`config.mk`:
```
export PLATFORM = sky130hd
export DESIGN_NAME = event_store
export DESIGN_NICKNAME = d
export VERILOG_FILES = /design/src/rtl/evm_pkg.sv /design/src/rtl/evm_ctrl.sv /design/src/rtl/evm_wptr.sv /design/src/rtl/evm_store.sv /design/src/rtl/event_store.sv
export SDC_FILE = /design/constraint.sdc
export NUM_CORES = 1
export LEC_CHECK = 0
export BUFFER_PORTS_ARGS = -buffer_cell sky130_fd_sc_hd__buf_4
export CORE_UTILIZATION = 30
export DETAILED_ROUTE_END_ITERATION = 6
export PLACE_DENSITY = 0.44
export SETUP_SLACK_MARGIN = 0.05
export SLEW_MARGIN = 20
export SYNTH_ARGS = -nofsm -noshare
export SYNTH_HDL_FRONTEND = slang
export SYNTH_SLANG_ARGS = --single-unit
```
`constraint.sdc`:
```
create_clock -name clk -period 6.25 [get_ports clk]
set_input_delay 0.9375 -clock clk [delete_from_list [all_inputs] [get_ports clk]]
set_output_delay 0.9375 -clock clk [all_outputs]
set_load 0.005 [all_outputs]
```
`src/rtl/evm_pkg.sv`:
```
package evm_pkg;
    typedef enum logic [1:0] {
        ST_IDLE  = 2'd0,
        ST_ACQ   = 2'd1,
        ST_NOISY = 2'd2
    } evm_state_e;
endpackage

```
`src/rtl/evm_ctrl.sv`:
```
module evm_ctrl #(
    parameter int NOISY_LIMIT = 64
) (
    input  logic clk,
    input  logic rst_n,
    input  logic win_start,
    input  logic win_end,
    input  logic trig,
    output logic clr,
    output logic wr_try,
    output logic noisy
);
    import evm_pkg::*;

    localparam int TW = (NOISY_LIMIT > 2) ? $clog2(NOISY_LIMIT) : 1;
    localparam logic [TW-1:0] TLAST = TW'(NOISY_LIMIT - 1);

    evm_state_e st_q, st_d;
    logic [TW-1:0] tcnt_q;
    logic take_trig, flood;

    // trigger qualification: window open, no control pulse this cycle
    always_comb begin
        take_trig = (st_q == ST_ACQ) && trig && !win_start && !win_end;
        flood     = take_trig && (tcnt_q == TLAST);
    end

    // next-state logic
    always_comb begin
        st_d = st_q;
        unique case (st_q)
            ST_IDLE: begin
                if (win_start) st_d = ST_ACQ;          // OPEN
            end
            ST_ACQ: begin
                if (win_start)    st_d = ST_ACQ;       // OPEN
                else if (win_end) st_d = ST_IDLE;      // CLOSE
                else if (flood)   st_d = ST_NOISY;     // FLOOD
            end
            ST_NOISY: begin
                if (win_start)    st_d = ST_ACQ;       // OPEN
                else if (win_end) st_d = ST_IDLE;      // CLOSE
            end
            default: st_d = ST_IDLE;
        endcase
    end

    // state register
    always_ff @(posedge clk or negedge rst_n) begin
        if (!rst_n) st_q <= ST_IDLE;
        else        st_q <= st_d;
    end

    // window trigger counter
    always_ff @(posedge clk or negedge rst_n) begin
        if (!rst_n)                  tcnt_q <= '0;
        else if (win_start)          tcnt_q <= '0;
        else if (take_trig && !flood) tcnt_q <= tcnt_q + 1'b1;
    end

    // outputs
    always_comb begin
        clr    = win_start || flood;
        wr_try = take_trig && !flood;
        noisy  = (st_q == ST_NOISY);
    end
endmodule

```
`src/rtl/evm_wptr.sv`:
```
module evm_wptr #(
    parameter int DEPTH = 8,
    parameter int AW    = 3,
    parameter int CW    = 4
) (
    input  logic          clk,
    input  logic          rst_n,
    input  logic          clr,
    input  logic          wr_try,
    input  logic          hit_any,
    input  logic          roll_mode,
    output logic          we,
    output logic [AW-1:0] waddr,
    output logic [AW-1:0] oldest,
    output logic [CW-1:0] count
);
    localparam logic [CW-1:0] CFULL = CW'(DEPTH);
    localparam logic [AW-1:0] ALAST = AW'(DEPTH - 1);

    logic [AW-1:0] wptr_q;
    logic [CW-1:0] cnt_q;
    logic          at_depth;

    always_comb begin
        at_depth = (cnt_q == CFULL);
        we       = wr_try && hit_any && (roll_mode || !at_depth);
        waddr    = wptr_q;
        oldest   = at_depth ? wptr_q : '0;
        count    = cnt_q;
    end

    always_ff @(posedge clk or negedge rst_n) begin
        if (!rst_n) begin
            wptr_q <= '0;
            cnt_q  <= '0;
        end else if (clr) begin
            wptr_q <= '0;
            cnt_q  <= '0;
        end else if (we) begin
            wptr_q <= (wptr_q == ALAST) ? '0 : wptr_q + 1'b1;
            if (!at_depth) cnt_q <= cnt_q + 1'b1;
        end
    end
endmodule

```
`src/rtl/evm_store.sv`:
```
module evm_store #(
    parameter int DEPTH = 8,
    parameter int NCH   = 16,
    parameter int BCW   = 12,
    parameter int AW    = 3,
    parameter int CW    = 4
) (
    input  logic           clk,
    input  logic           rst_n,
    input  logic           we,
    input  logic [AW-1:0]  waddr,
    input  logic [BCW-1:0] wbcid,
    input  logic [NCH-1:0] whits,
    input  logic [AW-1:0]  oldest,
    input  logic [CW-1:0]  count,
    input  logic [AW-1:0]  rd_idx,
    output logic           rd_valid,
    output logic [BCW-1:0] rd_bcid,
    output logic [NCH-1:0] rd_hits
);
    localparam bit POW2 = (DEPTH == (1 << AW));

    logic [DEPTH-1:0][BCW-1:0] bc_q;
    logic [DEPTH-1:0][NCH-1:0] hm_q;
    logic [AW-1:0] phys;

    always_ff @(posedge clk or negedge rst_n) begin
        if (!rst_n) begin
            bc_q <= '0;
            hm_q <= '0;
        end else if (we) begin
            for (int i = 0; i < DEPTH; i++) begin
                if (waddr == AW'(i)) begin
                    bc_q[i] <= wbcid;
                    hm_q[i] <= whits;
                end
            end
        end
    end

    // logical-to-physical address: modulo DEPTH
    generate
        if (POW2) begin : g_wrap_pow2
            always_comb phys = oldest + rd_idx;
        end else begin : g_wrap_mod
            logic [AW:0] sum;
            always_comb begin
                sum = {1'b0, oldest} + {1'b0, rd_idx};
                if (sum >= (AW+1)'(DEPTH)) sum = sum - (AW+1)'(DEPTH);
                phys = sum[AW-1:0];
            end
        end
    endgenerate

    always_comb begin
        rd_valid = (CW'(rd_idx) < count);
        rd_bcid  = '0;
        rd_hits  = '0;
        if (rd_valid) begin
            for (int i = 0; i < DEPTH; i++) begin
                if (phys == AW'(i)) begin
                    rd_bcid = bc_q[i];
                    rd_hits = hm_q[i];
                end
            end
        end
    end
endmodule

```
`src/rtl/event_store.sv`:
```
module event_store #(
    parameter int DEPTH       = 8,
    parameter int NCH         = 16,
    parameter int BCW         = 12,
    parameter int NOISY_LIMIT = 64,
    localparam int AW = (DEPTH > 1) ? $clog2(DEPTH) : 1,
    localparam int CW = $clog2(DEPTH + 1)
) (
    input  logic           clk,
    input  logic           rst_n,
    input  logic           win_start,
    input  logic           win_end,
    input  logic           roll_mode,
    input  logic           trig,
    input  logic [NCH-1:0] hits,
    input  logic [BCW-1:0] bcid,
    input  logic [AW-1:0]  rd_idx,
    output logic           rd_valid,
    output logic [BCW-1:0] rd_bcid,
    output logic [NCH-1:0] rd_hits,
    output logic [CW-1:0]  evt_count,
    output logic           full,
    output logic           noisy
);
    logic clr, wr_try, we;
    logic [AW-1:0] waddr, oldest;

    evm_ctrl #(.NOISY_LIMIT(NOISY_LIMIT)) u_ctrl (
        .clk(clk), .rst_n(rst_n), .win_start(win_start), .win_end(win_end),
        .trig(trig), .clr(clr), .wr_try(wr_try), .noisy(noisy)
    );

    evm_wptr #(.DEPTH(DEPTH), .AW(AW), .CW(CW)) u_wptr (
        .clk(clk), .rst_n(rst_n), .clr(clr), .wr_try(wr_try),
        .hit_any(|hits), .roll_mode(roll_mode), .we(we), .waddr(waddr),
        .oldest(oldest), .count(evt_count)
    );

    evm_store #(.DEPTH(DEPTH), .NCH(NCH), .BCW(BCW), .AW(AW), .CW(CW)) u_store (
        .clk(clk), .rst_n(rst_n), .we(we), .waddr(waddr), .wbcid(bcid),
        .whits(hits), .oldest(oldest), .count(evt_count), .rd_idx(rd_idx),
        .rd_valid(rd_valid), .rd_bcid(rd_bcid), .rd_hits(rd_hits)
    );

    always_comb full = !roll_mode && (evt_count == CW'(DEPTH));
endmodule

```
==> flow_metrics.tcl <==
set metrics [dict create \
    post-route-period-util 0.901 \
    die_y_um 199 \
    setup_viol 0 \
    diodes 0 \
    worstPathRequired_ns 5.31 \
    pin_count 72 \
    cts_buffers 30 \
    start_util 0.307 \
    synth-async-reset-ratio 1.00 \
    cp_max_fo 26 \
    fin_tns_setup_ns 0 \
    die_width_um 199 \
    synthCells 805 \
    core-area_um2 37800 \
    fmax_ghz 0.177 \
    cpMaxStageDelayCell "fa_4" \
    clk_pin_slew_ns 0.06 \
    p_per_area_nw_per_um2 273 \
    power_mw 3.72 \
    first_iter_violations 263 \
    syn_area_um2 11600 \
    critPathLaunchType "flip-flop" \
    htreeDepth 1 \
    grt_pass1_vias 7557 \
    startpoint "u_wptr.count[0]" \
    hpwlAfterDp_mm 18.3 \
    postCtsResizedCells 0 \
    layout.nets 925 \
    gp_congestion 0.711 \
    grt_usage 0.163 \
    via_per_inst 4.97 \
    ys_dominant_reg_cell "dfrtp_1" \
    wirelength_mm 30.9 \
    yosys.cell_types.count 50 \
    grt_max_degree 136 \
    grt.overflow.total 0 \
    p_leak_nw 6.63 \
    hp-class "in -> async" \
    yosys.area.top_type "dfrtp_1" \
    critical_path_arrival_ns 4.70 \
    whs_ns 0.446 \
    wl_per_cell_um 21.9 \
    path_class "reg -> out" \
    synthTopCellsByArea "dfrtp_1, mux2_2, mux4_2, mux2i_1, mux2_4" \
    tightestPinTransition_ns 0.948 \
    status "completed" \
    hold_viol_final 0 \
    clock_skew_ns 0.00840 \
    vdd_drop_max_v 0.000199 \
    clk_latency_ns 0.55 \
    path_cells "inv_1, ha_1, nand3b_1, nor2_1, ha_4, inv_1, fa_4, buf_4, buf_4, mux4_2, mux2i_1, a211oi_1, buf_4" \
    synth_edf_count 0 \
    fin_crit_ns 5.63 \
    area_growth_pct 17.5 \
    drive_gt1_frac 0.438 \
    clockRootBuffer "clkbuf_16" \
    rows 71 \
    firstDrtPassIters 6 \
    finalWorstSetupSlack_ns 0.616 \
    layoutNonFillerInstCount 1410 \
    synth-seq-cells 239 \
    synth_top_area_share 0.515 \
    port_buffers 71 \
    maxSlewHeadroom 0.366 \
    cts_buffer_depth 3 \
    max_stage_delay_ns 1.02 \
    ys_warn_count 0 \
    cts_setup_buffers 0 \
    ys_seq_area_frac 0.515 \
    clkSinkCount 239 \
    postCtsHoldBufs 0 \
    antenna_found_initial 0 \
    tritoncts "yes" \
    end_kind "primary output" \
    rr_startpoint "u_ctrl.st_q[1]" \
    dp_slack_ns 1.08 \
    grt_pass1_wl_mm 48.4 \
    crit_path_frequent_cell "buf_4" \
    rsz0062_at_grt "no" \
    slew_violations 0 \
    dr_total_vias 7002 \
    drc_errors 0 \
    syn_nets 855 \
    die_area_um2 39500 \
    syn_avg_cell_area_um2 14.4 \
    drv_cap 0 \
    ant_nets 0 \
    placed_cells 1354 \
]
critical path, delay by kind of cell, from the launching register on:
family                     cells  cell delay, ns
buffers and inverters          5            1.20
adders and majority gates      3            1.36
DFF                            1            0.45
and+or+nand+nor                2            0.34
AOI/OAI and AO/OA              1            0.10
muxes                          2            0.70
registers in the layout (all words and copies together), names as in the netlist:
signal and cells:
u_store.bc_q 96, u_store.hm_q 128, u_wptr.count 4, u_ctrl.tcnt_q 6, u_wptr.waddr 3, u_ctrl.st_q 2
cells in the mapped netlist, types with 2 or more instances:
master and instances:
a21o_1 2, a21oi_1 3, nand4_1 5, nor4_1 4, nor3_4 2, clkbuf_1 17, inv_1 17, mux2_2 171
nor3_1 30, nand3_2 3, xnor2_1 2, buf_1 6, mux2_4 40, mux4_2 28, or2_2 2, nor2b_1 2
buf_4 6, dfrtp_1 239, and3_1 4, a211oi_1 27, nand2_1 17, a2bb2oi_1 27, nand3_1 8, mux2_1 15
mux2i_1 62, buf_8 4, buf_2 17, nand2b_1 3, xor2_1 2, buf_6 3, nor2_1 5, ha_1 12
or3_1 3
power breakdown:
part	switching [mW]	leakage, nW	internal, mW	total, mW
Clock	0.670	0.478	0.993	1.66
Combinational	0.179	2.90	0.181	0.361
Sequential	0.0518	3.25	1.65	1.70
layout make-up:
class	instances	area (µm²)
Sequential cell	239	5980
Fill cell	3786	24200
Tap cell	511	639
Clock inverter	13	92.6
Inverter	17	63.8
Clock buffer	43	861
Multi-Input combinational cell	496	5300
Timing Repair Buffer	91	703
logic make-up after synthesis:
logic type / Yosys count / synth area share
buf+inv: 70 / 0.0322
fa+ha+maj: 13 / 0.0147
simple gates: 94 / 0.0470
mux: 316 / 0.340
xor+xnor: 4 / 0.00302
flops: 239 / 0.515
compound gates: 69 / 0.0476
metrics by stage:
| stage | instance area (µm²) | utilization |
|---|---|---|
| floorplan | 11600 | - |
| global route | 13600 | 0.360 |
| global placement | 12700 | 0.335 |
| finish | 13600 | 0.360 |
| detailed placement | 12700 | 0.335 |
| CTS | 13600 | 0.360 |
placed cells by master, fill, tap and decap left out, types with 2 or more instances in the layout:
| cell type | netlist | final |
|---|---|---|
| and3_1 | 4 | 4 |
| clkinv_2 | 0 | 11 |
| clkbuf_16 | 0 | 31 |
| clkbuf_1 | 17 | 8 |
| clkbuf_8 | 0 | 4 |
| nand2b_1 | 3 | 3 |
| nand2_1 | 17 | 17 |
| a211oi_1 | 27 | 27 |
| nor4_1 | 4 | 4 |
| buf_4 | 6 | 89 |
| nor3_1 | 30 | 30 |
| nor2_1 | 5 | 5 |
| nor2b_1 | 2 | 2 |
| mux2i_1 | 62 | 62 |
| a21oi_1 | 3 | 3 |
| nand3_2 | 3 | 3 |
| ha_1 | 12 | 11 |
| a21o_1 | 2 | 2 |
| nand4_1 | 5 | 5 |
| mux2_4 | 40 | 40 |
| or2_2 | 2 | 2 |
| mux2_2 | 171 | 171 |
| inv_1 | 17 | 17 |
| nand3_1 | 8 | 8 |
| a2bb2oi_1 | 27 | 27 |
| mux4_2 | 28 | 28 |
| nor3_4 | 2 | 2 |
| mux2_1 | 15 | 15 |
| dfrtp_1 | 239 | 239 |
| or3_2 | 0 | 3 |
per-layer routing:
metal / up-vias / GRT usage / part of all wire
met1: 3730 / 0.231 / 0.48
met4: 0 / 0.0339 / 0.016
li1: 3145 / - / -
met3: 37 / 0.0242 / 0.032
met2: 90 / 0.261 / 0.47
met5: - / 0 / 0
path summary, 6_finish.rpt:
path                                endpoint  slack (ns)  depth (start not counted)
min                        u_store.hm_q[121]        0.45                          1
max in group asynchronous   u_store.bc_q[89]        4.44                          2
min in group clk            u_store.hm_q[71]        0.49                          1
min reg2reg                 u_store.hm_q[71]        0.49                          1
max                               rd_hits[3]        0.62                         13
max reg2reg                 u_store.bc_q[94]        3.31                          5
(Power assumes the default switching activity.)
